$ cat config.mk
export PLATFORM = sky130hd
export DESIGN_NAME = exc_autotest_seq
export DESIGN_NICKNAME = d
export VERILOG_FILES = /design/src/rtl/exc_pkg.sv /design/src/rtl/exc_sine_rom.sv /design/src/rtl/exc_slot_timer.sv /design/src/rtl/exc_resp_check.sv /design/src/rtl/exc_autotest_seq.sv
export SDC_FILE = /design/constraint.sdc
export NUM_CORES = 1
export LEC_CHECK = 0
export ABC_AREA = 0
export CORE_ASPECT_RATIO = 1.25
export CORE_MARGIN = 2
export CORE_UTILIZATION = 50
export CTS_CLUSTER_DIAMETER = 60
export DETAILED_ROUTE_END_ITERATION = 12
export PLACE_DENSITY = 0.83
export SLEW_MARGIN = 10
export SYNTH_ARGS = -nofsm -noshare
export SYNTH_HDL_FRONTEND = slang
export SYNTH_SLANG_ARGS = --single-unit
$ cat constraint.sdc
create_clock -name clk -period 6.97 [get_ports clk]
set_clock_uncertainty 0.05 [all_clocks]
set_input_delay 1.7425 -clock clk [delete_from_list [all_inputs] [get_ports clk]]
set_output_delay 1.7425 -clock clk [all_outputs]
set_load 0.01 [all_outputs]
$ cat src/rtl/exc_pkg.sv
package exc_pkg;

  typedef enum logic [1:0] {
    ST_IDLE,
    ST_WAIT,
    ST_SEND,
    ST_COLLECT
  } seq_state_e;

  // Rational sine approximation over one half-wave, offset binary.
  function automatic longint unsigned sine_code(input longint unsigned p,
                                                input longint unsigned n,
                                                input longint unsigned dw);
    longint unsigned half, x, q, amp, mid, mag;
    half = n / 2;
    x    = p % half;
    q    = x * (half - x);
    amp  = (longint'(1) << (dw - 1)) - 1;
    mid  = longint'(1) << (dw - 1);
    mag  = (amp * 16 * q) / (5 * half * half - 4 * q);
    return (p < half) ? (mid + mag) : (mid - mag);
  endfunction

endpackage

$ cat src/rtl/exc_sine_rom.sv
module exc_sine_rom #(
  parameter int SAMPLES = 128,
  parameter int DW      = 16,
  localparam int AW     = $clog2(SAMPLES)
) (
  input  logic [AW-1:0] idx,
  output logic [DW-1:0] code
);
  import exc_pkg::*;

  logic [DW-1:0] tbl [SAMPLES];

  for (genvar i = 0; i < SAMPLES; i++) begin : g_tbl
    assign tbl[i] = DW'(sine_code(longint'(i), longint'(SAMPLES), longint'(DW)));
  end

  assign code = tbl[idx];
endmodule

$ cat src/rtl/exc_slot_timer.sv
module exc_slot_timer #(
  parameter int PW = 24
) (
  input  logic          clk,
  input  logic          rst_n,
  input  logic          arm,
  input  logic          run,
  input  logic [PW-1:0] limit,
  output logic          fire
);
  logic [PW-1:0] cnt;
  logic [PW:0]   cnt_nx;

  assign cnt_nx = {1'b0, cnt} + 1'b1;
  assign fire   = run && (cnt_nx >= {1'b0, limit});

  always_ff @(posedge clk) begin
    if (!rst_n || arm) cnt <= '0;
    else if (run)      cnt <= fire ? '0 : cnt_nx[PW-1:0];
  end

  // a slot never fires before at least one waiting cycle after arming
  a_r3_no_fire_on_arm: assert property (@(posedge clk) disable iff (!rst_n)
    arm |=> !fire || ({1'b0, limit} <= 1));
endmodule

$ cat src/rtl/exc_resp_check.sv
module exc_resp_check #(
  parameter int N_CH = 16,
  parameter int RW   = 8
) (
  input  logic             clk,
  input  logic             rst_n,
  input  logic             clear,
  input  logic             take,
  input  logic [RW-1:0]    expected,
  input  logic [RW-1:0]    thr_hi,
  input  logic [RW-1:0]    thr_lo,
  input  logic [N_CH*RW-1:0] resp,
  output logic             fail
);
  logic [N_CH-1:0] viol;

  for (genvar c = 0; c < N_CH; c++) begin : g_ch
    logic [RW:0] r, e, hi_b, lo_b;
    assign r    = {1'b0, resp[c*RW +: RW]};
    assign e    = {1'b0, expected};
    assign hi_b = e + {1'b0, thr_hi};
    assign lo_b = r + {1'b0, thr_lo};
    assign viol[c] = (r > hi_b) || (lo_b < e);
  end

  always_ff @(posedge clk) begin
    if (!rst_n || clear)   fail <= 1'b0;
    else if (take && |viol) fail <= 1'b1;
  end

  // flag stays set until cleared by a new run
  a_r9_fail_sticky: assert property (@(posedge clk) disable iff (!rst_n)
    fail && !clear |=> fail);
  // a flagged violation sets the flag
  a_r8_viol_sets: assert property (@(posedge clk) disable iff (!rst_n)
    take && (viol != '0) && !clear |=> fail);
endmodule

$ cat src/rtl/exc_autotest_seq.sv
module exc_autotest_seq #(
  parameter int SAMPLES = 128,
  parameter int PERIODS = 3,
  parameter int N_CH    = 16,
  parameter int DW      = 16,
  parameter int RW      = 8,
  parameter int WORD_W  = 32,
  parameter int PW      = 24,
  localparam int AW     = $clog2(SAMPLES),
  localparam int N_BLK  = (N_CH * RW) / WORD_W,
  localparam int PCW    = (PERIODS > 1) ? $clog2(PERIODS) : 1
) (
  input  logic                    clk,
  input  logic                    rst_n,
  input  logic                    start,
  input  logic [PW-1:0]           tick_div,
  input  logic [RW-1:0]           thr_hi,
  input  logic [RW-1:0]           thr_lo,
  output logic                    dac_valid,
  input  logic                    dac_ready,
  output logic [DW-1:0]           dac_data,
  input  logic                    resp_valid,
  output logic                    resp_ready,
  input  logic [N_CH*RW-1:0]      resp_data,
  output logic [N_BLK-1:0]        buf_we,
  output logic [AW-1:0]           buf_addr,
  output logic [N_BLK*WORD_W-1:0] buf_wdata,
  output logic                    done,
  output logic                    test_fail
);
  import exc_pkg::*;

  seq_state_e     state;
  logic [AW-1:0]  phase;
  logic [PCW-1:0] period;
  logic           start_ok, dac_hs, resp_hs, last_step, fire;

  assign start_ok  = (state == ST_IDLE) && start;
  assign dac_valid = (state == ST_SEND);
  assign resp_ready = (state == ST_COLLECT);
  assign dac_hs    = dac_valid && dac_ready;
  assign resp_hs   = resp_valid && resp_ready;
  assign last_step = (phase == AW'(SAMPLES - 1)) && (period == PCW'(PERIODS - 1));

  exc_sine_rom #(.SAMPLES(SAMPLES), .DW(DW)) u_rom (
    .idx  (phase),
    .code (dac_data)
  );

  exc_slot_timer #(.PW(PW)) u_timer (
    .clk   (clk),
    .rst_n (rst_n),
    .arm   (start_ok || resp_hs),
    .run   (state == ST_WAIT),
    .limit (tick_div),
    .fire  (fire)
  );

  exc_resp_check #(.N_CH(N_CH), .RW(RW)) u_check (
    .clk      (clk),
    .rst_n    (rst_n),
    .clear    (start_ok),
    .take     (resp_hs),
    .expected (dac_data[DW-1 -: RW]),
    .thr_hi   (thr_hi),
    .thr_lo   (thr_lo),
    .resp     (resp_data),
    .fail     (test_fail)
  );

  assign buf_we    = {N_BLK{resp_hs}};
  assign buf_addr  = phase;
  assign buf_wdata = resp_data;

  always_ff @(posedge clk) begin
    if (!rst_n) begin
      state  <= ST_IDLE;
      phase  <= '0;
      period <= '0;
      done   <= 1'b0;
    end else begin
      done <= 1'b0;
      unique case (state)
        ST_IDLE: if (start) begin
          state  <= ST_WAIT;
          phase  <= '0;
          period <= '0;
        end
        ST_WAIT: if (fire) state <= ST_SEND;
        ST_SEND: if (dac_hs) state <= ST_COLLECT;
        ST_COLLECT: if (resp_hs) begin
          if (last_step) begin
            state <= ST_IDLE;
            done  <= 1'b1;
          end else begin
            state <= ST_WAIT;
            if (phase == AW'(SAMPLES - 1)) begin
              phase  <= '0;
              period <= period + 1'b1;
            end else begin
              phase <= phase + 1'b1;
            end
          end
        end
        default: state <= ST_IDLE;
      endcase
    end
  end

  // an offered sample is held, unchanged, until taken
  a_r5_dac_hold: assert property (@(posedge clk) disable iff (!rst_n)
    dac_valid && !dac_ready |=> dac_valid && $stable(dac_data));
  // after the sample is taken the block listens for responses
  a_r5_collect_after_send: assert property (@(posedge clk) disable iff (!rst_n)
    dac_valid && dac_ready |=> resp_ready && !dac_valid);
  // completion is a single-cycle pulse
  a_r7_done_pulse: assert property (@(posedge clk) disable iff (!rst_n)
    done |=> !done);
  // completion only follows a response handshake
  a_r7_done_after_resp: assert property (@(posedge clk) disable iff (!rst_n)
    done |-> $past(resp_valid && resp_ready));
endmodule

==> results of run 1 <==
==> stage by stage <==
step	worst slack, ps	std cells
after detailed placement	440	2732
after global routing	146	2740
after CTS	616	2740
final	492	2740
after global placement	590	2732
after floorplan	876	2129
==> logic make-up after synthesis <==
group	synth area share
buffers and inverters	0.103
flip-flops	0.0457
multiplexers	0.0122
AO/OA/AOI/OAI	0.271
AND/OR/NAND/NOR	0.163
XOR/XNOR	0.0653
adder cells (fa/ha/maj)	0.341
==> critical path: cells and delay by family, from the launching register on <==
| kind | cells | cell delay [ps] |
|---|---|---|
| compound gates | 9 | 1900 |
| fa+ha+maj | 4 | 1460 |
| mux | 2 | 870 |
| xor+xnor | 1 | 740 |
| simple gates | 4 | 660 |
| buf+inv | 1 | 340 |
| flops | 1 | 310 |
==> worst min path at each step <==
stage	end	slack [ps]	depth (start not counted)
after floorplan	u_timer.cnt[15]	400	1
after global placement	u_timer.cnt[15]	410	1
after detailed placement	period[0]	430	2
after global routing	u_timer.cnt[6]	460	1
final	period[0]	440	2
after CTS	period[0]	440	2
==> cells in the mapped netlist, drive strengths merged, types with 7 or more instances <==
cell and instances:
a2111oi 8, ha 414, a311oi 8, nor2b 20, a21oi 179, a31oi 30, a211oi 48, o22ai 10
and2 12, nand4 34, fa 17, nand3b 13, o21ai 144, o311ai 8, nand3 79, inv 115
o221ai 12, a22oi 15, o31ai 9, o21a 18, and3 20, a211o 8, a21boi 7, dfxtp 37
buf 151, xor2 31, nand2 127, xnor2 90, nand2b 14, a21o 55, or2 11, o21bai 47
clkbuf 41, nor2 148, nor3 29, o211ai 27, o2111ai 9, or3 11
==> power groups by stage <==
stage | logic, W | clock network, W | registers (W)
floorplan | 0.00160 | 0 | 0.000247
global placement | 0.00237 | 0 | 0.000244
CTS | 0.00248 | 0.000268 | 0.000240
global route | 0.00279 | 0.000277 | 0.000242
finish | 0.00253 | 0.000265 | 0.000240
detailed placement | 0.00247 | 0 | 0.000244
==> area by class of cell <==
type | count | area, sq um
Multi-Input combinational cell | 1784 | 13900
Fill cell | 2802 | 12400
Timing Repair Buffer | 383 | 3750
Sequential cell | 37 | 747
Tap cell | 412 | 515
Inverter | 116 | 435
Clock buffer | 6 | 129
Clock inverter | 2 | 38.8
==> routing by layer <==
layer  global-route usage  part of all wire
met1                0.395              0.38
met2                0.589              0.47
met3               0.0480             0.082
met4                0.205             0.071
met5                    0                 0
==> registers in the layout, indices dropped and copies added (netlist names) <==
name and flops:
u_check.fail 1, period 2, done 1, buf_addr 7, state 2, u_timer.cnt 24
==> results.json, run 1 <==
{
  "status": "completed",
  "ys_warn_count": 0,
  "stdcell_area_sq_mm": 0.0195,
  "grt_remaining_overflow": 0,
  "place_congestion": 1.01,
  "initial_utilization": 0.509,
  "clock-sinks": 37,
  "cts_resized": 0,
  "final_common_cell": "ha_1",
  "placed_cell_area_sq_mm": 0.0193,
  "grt_usage": 0.341,
  "antenna_left": 0,
  "worstPathCellList": "inv_1 -> ha_1 -> and2_1 -> o311ai_0 -> o31ai_1 -> mux2_2 -> mux2i_1 -> ha_1 -> a21o_1 -> a21oi_1 -> xnor2_2 -> ha_1 -> nand4_1 -> nor3b_1 -> o31a_1 -> o21a_1 -> maj3_1 -> o221ai_1 -> nand4_1 -> o41ai_1 -> o21ai_0",
  "cts_tree": "done",
  "numPortBuffers": 331,
  "async_reset_ff_frac": 0,
  "drv_cap": 0,
  "syn_area_per_cell_sq_um": 7.62,
  "max_stage_delay_ps": 740,
  "relSlewSlack": 0.276,
  "final.period_utilization": 0.929,
  "dp_hpwl_mm": 47.5,
  "ys_ff_latch": 37,
  "clock.fmax_mhz": 154,
  "reg2reg_to": "u_check.fail",
  "drv_slew": 0,
  "worst_ir_drop_vdd_uv": 196,
  "core.rowCount": 73,
  "postCtsHoldBufs": 0,
  "setup_tns_ps": 0,
  "clock_path_buffers": 2,
  "num_antenna_cells": 0,
  "synthFlopType": "dfxtp_1",
  "drcViolationCount": 0,
  "internal_power_w": 0.00148,
  "combPwrFrac": 0.834,
  "layout_common_cells": "ha_1, clkdlybuf4s50_1, a21oi_1",
  "synth.distinct_cells": 74,
  "via_count": 17616,
  "drt_iter0_markers": 1412,
  "synthCells": 2129,
  "crit_path_top_delay_cell": "xnor2_2",
  "cts_max_level": 2,
  "finalHoldViolCount": 0,
  "swShare": 0.512,
  "grt_first_pass_wirelength_mm": 90.9,
  "power.density_mw_per_mm2": 156,
  "syn_area_sq_mm": 0.0162,
  "min_path_type": "reg2reg",
  "worstSetupPathType": "reg2reg",
  "endpoint": "u_check.fail",
  "numCtsBuffers": 5,
  "core_area_sq_mm": 0.0319,
  "cts.clk_slew.worst_paths_ps": 70,
  "cts_root_buffer": "clkbuf_16",
  "via_per_inst": 6.43,
  "cp-start-kind": "flop",
  "cpMostUsedCell": "ha_1",
  "synth_largest_area_cell": "ha_1",
  "postCtsSetupBuffers": 0,
  "rrSetupSlack_ps": 490,
  "holdWs_ps": 437,
  "drt-total-wl_mm": 59.8,
  "critPathCaptureType": "flop",
  "post_drt_wl_per_cell_um": 21.8,
  "setup_violations": 0,
  "area_delta_synth_final_pct": 20.0,
  "clkPwrFrac": 0.087,
  "syn-num-nets": 2733,
  "crit_fanout": 8,
  "p_leak_nw": 8.60,
  "tightestPinTransition_ps": 1080,
  "antenna_found_initial": 0,
  "rr_worst_depth": 21,
  "p_total_w": 0.00304,
  "drt_pass1_iterations": 6,
  "worstSetupStartpoint": "buf_addr[1]",
  "clock_latency_ps": 280,
  "seqPwrFrac": 0.079,
  "rsz0062_at_grt": "false",
  "yosysSeqAreaShare": 0.0457,
  "drive_above_1_share": 0.0417,
  "die_x_um": 165,
  "num_io_pins": 332,
  "p_switching_w": 0.00156,
  "crit_required_ps": 7080,
  "synth_edf_count": 0,
  "fin_nets": 2931,
  "r2r-start": "buf_addr[1]",
  "yosysTopAreaCellShare": 0.319,
  "fin_util": 0.611,
  "die_area_sq_mm": 0.0339,
  "synth_area_leaders": "ha_1, buf_4, a21oi_1",
  "fin_crit_ps": 6480,
  "hp-start": "period[0]",
  "grt_max_degree": 97,
  "critical_path_arrival_ps": 6590,
  "grt_pass1_vias": 17290,
  "die_y_um": 205
}
Power figures use the tool's default switching activity.
==> run 2, diff against run 1 <==
==> constraint.sdc (replaced) <==
create_clock -name clk -period 6.97 [get_ports clk]
set_clock_uncertainty 0.05 [all_clocks]
set_input_delay 1.7425 -clock clk [delete_from_list [all_inputs] [get_ports clk]]
set_output_delay 1.7425 -clock clk [all_outputs]
set_load 0.1 [all_outputs]
==> run 2 against run 1 <==
Net effect:
- cell count decreased by 0.33%
- clock power shrank 13%
- clock-buffer cell count unchanged
- hold slack better by 1.5 ps
- utilization is 0.31 points lower
- critical path depth is 3 higher
- via count down 0.17%
==> results.json, run 2 (synthesis gave the netlist of run 1 again) <==
{
  "status": "completed",
  "area_delta_synth_final_pct": 19.4,
  "antenna_found_initial": 0,
  "dp_hpwl_mm": 47.4,
  "postCtsHoldBufs": 0,
  "holdWs_ps": 439,
  "via_count": 17586,
  "clock.fmax_mhz": 156,
  "area.sequential_sq_um": 751,
  "fin_util": 0.608,
  "final_common_cell": "ha_1",
  "grt_pass1_vias": 17429,
  "die_y_um": 205,
  "grt_remaining_overflow": 0,
  "initial_utilization": 0.509,
  "tightestPinTransition_ps": 1130,
  "numCtsBuffers": 5,
  "die_area_sq_mm": 0.0339,
  "largest_reg_flops": 24,
  "multi_input_area_sq_mm": 0.0139,
  "clock_latency_ps": 280,
  "place_congestion": 1.02,
  "regMostFlops": "u_timer.cnt",
  "via_per_inst": 6.44,
  "p_leak_nw": 8.54,
  "cts_root_buffer": "clkbuf_16",
  "critical_path_arrival_ps": 6520,
  "fin_nets": 2922,
  "antenna_left": 0,
  "fillers": 2816,
  "crit_fanout": 11,
  "drv_cap": 0,
  "cts_max_level": 2,
  "drive_above_1_share": 0.0427,
  "grt_max_degree": 100,
  "fin_crit_ps": 6420,
  "worst_ir_drop_vdd_uv": 173,
  "cp-start-kind": "flop",
  "core_area_sq_mm": 0.0319,
  "num_antenna_cells": 0,
  "drt_pass1_iterations": 5,
  "layout_common_cells": "ha_1, clkdlybuf4s50_1, a21oi_1",
  "worstSetupPathType": "reg2reg",
  "clock_path_buffers": 2,
  "critPathCaptureType": "flop",
  "min_path_type": "reg2reg",
  "num_io_pins": 332,
  "finalHoldViolCount": 0,
  "drv_slew": 0,
  "setup_tns_ps": 0,
  "core.rowCount": 73,
  "drt_iter0_markers": 1597,
  "grt_usage": 0.344,
  "rsz0062_at_grt": "false",
  "postCtsSetupBuffers": 0,
  "relSlewSlack": 0.244,
  "setup_violations": 0,
  "crit_required_ps": 7070,
  "numPortBuffers": 331,
  "cts_tree": "done",
  "cts.clk_slew.worst_paths_ps": 70,
  "cts_resized": 0,
  "drt-total-wl_mm": 60.0,
  "rrSetupSlack_ps": 550,
  "clock-sinks": 37,
  "post_drt_wl_per_cell_um": 22.0,
  "final.period_utilization": 0.921,
  "power.density_mw_per_mm2": 175,
  "p_total_w": 0.00339,
  "die_x_um": 165,
  "drcViolationCount": 0,
  "grt_first_pass_wirelength_mm": 91.5
}
-- run 2: cell count changes in the layout (fill, tap and decap cells not counted), sizes merged --
cell	change
clkdlybuf4s50	-4
bufinv	-1
clkinv	+1
buf	-5
-- run 2: through the flow --
step                cells  area (sq um)  worst slack [ps]
floorplan            2129         16300               113
global placement     2723         19200               720
detailed placement   2723         19200               489
CTS                  2731         19400               647
global route         2731         19400               269
finish               2731         19400               553
-- run 2: per-layer routing --
layer  up-vias  share of wire  GRT usage  wire length (um)
li1       8209              -          -                 -
met1      8176           0.37      0.398             22200
met2       921           0.46      0.582             27800
met3       280          0.086     0.0486              5140
met4         0          0.080      0.237              4790
met5         -              0          0                 0
-- run 2: worst paths after layout --
| check | start | end | cells after the start |
|---|---|---|---|
| setup reg to reg | buf_addr[0] | u_check.fail | 24 |
| hold / removal | period[0] | period[0] | 2 |
| hold reg to reg | period[0] | period[0] | 2 |
| setup / recovery | buf_addr[0] | u_check.fail | 24 |
-- run 2: cell type report --
class | count | share of cell area
Multi-Input combinational cell | 1784 | 0.717
Timing Repair Buffer | 374 | 0.188
Sequential cell | 37 | 0.0388
Tap cell | 412 | 0.0266
Inverter | 116 | 0.0225
Clock buffer | 6 | 0.00665
Clock inverter | 2 | 0.000517
-- run 2: worst max-delay path, cell delays in order, from the launching register on --
cell	delay (ps)
dfxtp_2	330
inv_1	180
ha_1	450
nand2b_1	320
nand2_1	140
a211oi_1	80
o311ai_0	820
nand2_1	340
inv_1	160
ha_1	190
a21o_1	160
a21o_1	170
a21o_1	140
a21oi_1	100
xnor2_2	220
buf_4	340
ha_1	300
nand3_1	110
a21oi_1	50
a2111oi_0	420
a21oi_1	80
o221ai_1	390
nand4_1	180
o41ai_1	390
o21ai_0	160
-- run 2: power breakdown --
group / switching (W) / leakage [nW] / internal (W)
clock network: 0.0000978 / 0.0706 / 0.000132
logic: 0.00186 / 8.17 / 0.00106
registers: 0.0000167 / 0.302 / 0.000226
==> run 3, diff against run 2 <==
--- a/config.mk
+++ b/config.mk
@@ -8,10 +8,10 @@
 export ABC_AREA = 0
 export CORE_ASPECT_RATIO = 1.25
 export CORE_MARGIN = 2
-export CORE_UTILIZATION = 50
+export CORE_UTILIZATION = 54
 export CTS_CLUSTER_DIAMETER = 60
 export DETAILED_ROUTE_END_ITERATION = 12
-export PLACE_DENSITY = 0.83
+export PLACE_DENSITY = 0.88
 export SLEW_MARGIN = 10
 export SYNTH_ARGS = -nofsm -noshare
 export SYNTH_HDL_FRONTEND = slang
==> run 3 against run 2 <==
Net effect:
- largest power group unchanged
- first-iteration DRC count shrank 8.5%
- sequential power is essentially flat
- critical endpoint unchanged
- worst setup slack gained 41 ps
==> results.json, run 3 (synthesis gave the netlist of run 1 again) <==
{
  "worst_ir_drop_vdd_uv": 188,
  "final_common_cell": "ha_1",
  "final.period_utilization": 0.915,
  "cts_resized": 0,
  "rsz0062_at_grt": "false",
  "largest_reg_flops": 24,
  "grt_first_pass_wirelength_mm": 92.3,
  "cts_tree": "done",
  "drt_iter0_markers": 1462,
  "grt_pass1_vias": 17945,
  "crit_required_ps": 7080,
  "min_path_type": "reg2reg",
  "clock_latency_ps": 290,
  "grt_max_degree": 92,
  "place_congestion": 1.09,
  "stdcell_count": 2740,
  "drive_above_1_share": 0.0538,
  "layout_common_cells": "ha_1, clkdlybuf4s50_1, a21oi_1",
  "setup_violations": 0,
  "drv_cap": 0,
  "stdcell_area_sq_mm": 0.0196,
  "crit_path_top_delay_cell": "clkdlybuf4s50_1",
  "dp_hpwl_mm": 47.7,
  "holdWs_ps": 437,
  "via_per_inst": 6.54,
  "grt_usage": 0.364,
  "clock_path_buffers": 2,
  "relSlewSlack": 0.218,
  "critPathCaptureType": "flop",
  "drcViolationCount": 0,
  "clock.fmax_mhz": 157,
  "post_drt_wl_per_cell_um": 21.8,
  "fin_nets": 2947,
  "fillers": 2485,
  "tightestPinTransition_ps": 1170,
  "postCtsSetupBuffers": 0,
  "crit_fanout": 9,
  "antenna_left": 0,
  "worstPathCellList": "clkdlybuf4s50_1 -> ha_1 -> a21o_1 -> a21oi_1 -> o21bai_1 -> a21oi_1 -> o21bai_1 -> a21oi_1 -> xnor2_1 -> ha_1 -> and3_1 -> a21boi_0 -> a31oi_1 -> nand3b_1 -> o2111ai_1 -> a2111oi_0 -> nand4_1 -> o41ai_1 -> o21ai_0",
  "initial_utilization": 0.551,
  "num_antenna_cells": 0,
  "drt_pass1_iterations": 6,
  "fin_crit_ps": 6380,
  "finalHoldViolCount": 0,
  "cpMostUsedCell": "a21oi_1",
  "area_delta_synth_final_pct": 20.8,
  "drv_slew": 0,
  "regMostFlops": "u_timer.cnt",
  "critical_path_arrival_ps": 6490,
  "num_io_pins": 332,
  "cts.clk_slew.worst_paths_ps": 60,
  "cts_max_level": 2,
  "die_y_um": 198,
  "max_stage_delay_ps": 820,
  "placed_cells": 2732,
  "core.rowCount": 70,
  "numCtsBuffers": 5,
  "die_x_um": 159,
  "placed_cell_area_sq_mm": 0.0194,
  "numPortBuffers": 331,
  "cts_root_buffer": "clkbuf_16",
  "status": "completed",
  "die_area_sq_mm": 0.0314,
  "worstSetupPathType": "in2reg",
  "drt-total-wl_mm": 59.8,
  "setup_tns_ps": 0,
  "p_leak_nw": 8.70,
  "postCtsHoldBufs": 0,
  "antenna_found_initial": 1,
  "clock-sinks": 37,
  "cp-start-kind": "input port",
  "via_count": 17916,
  "core_area_sq_mm": 0.0294,
  "grt_remaining_overflow": 0,
  "power.density_mw_per_mm2": 178
}
run 3: critical path, delay by kind of cell:
kind / cells / cell delay, ps
compound gates: 12 / 2520
buf+inv: 1 / 820
fa+ha+maj: 2 / 750
simple gates: 3 / 540
xor+xnor: 1 / 90
run 3: final timing paths:
path | startpoint | endpoint | slack [ps] | cells after the start
worst max-delay path | thr_lo[0] | u_check.fail | 590 | 19
worst min-delay path | period[0] | period[0] | 440 | 2
worst max register to register | buf_addr[1] | u_check.fail | 860 | 26
worst min register to register | period[0] | period[0] | 440 | 2
run 3: report_power, final:
group,leakage [nW],switching [W],internal [W]
sequential,0.302,0.0000162,0.000226
combinational,8.31,0.00188,0.00111
clock,0.0823,0.0000928,0.000164
total,8.70,0.00199,0.00150
run 3: metrics by stage:
stage                      util  power [W]  setup WS [ps]
final                     0.666    0.00349            594
after global routing      0.666    0.00372            376
after CTS                 0.666    0.00342            773
after detailed placement  0.660    0.00315            518
after global placement    0.660    0.00303            699
after floorplan               -    0.00226            113
run 3: layout make-up:
cell class	instances	area (sq um)	area share
Timing Repair Buffer	399	3850	0.197
Tap cell	396	495	0.0253
Sequential cell	37	751	0.0383
Inverter	116	435	0.0222
Clock buffer	8	168	0.00856
Multi-Input combinational cell	1784	13900	0.709
run 3: layer usage:
layer	track usage	up-vias	part of all wire
met5	0	-	0.00027
met4	0.273	2	0.081
met3	0.0540	313	0.087
met2	0.628	1038	0.47
met1	0.406	8280	0.36
li1	-	8283	-
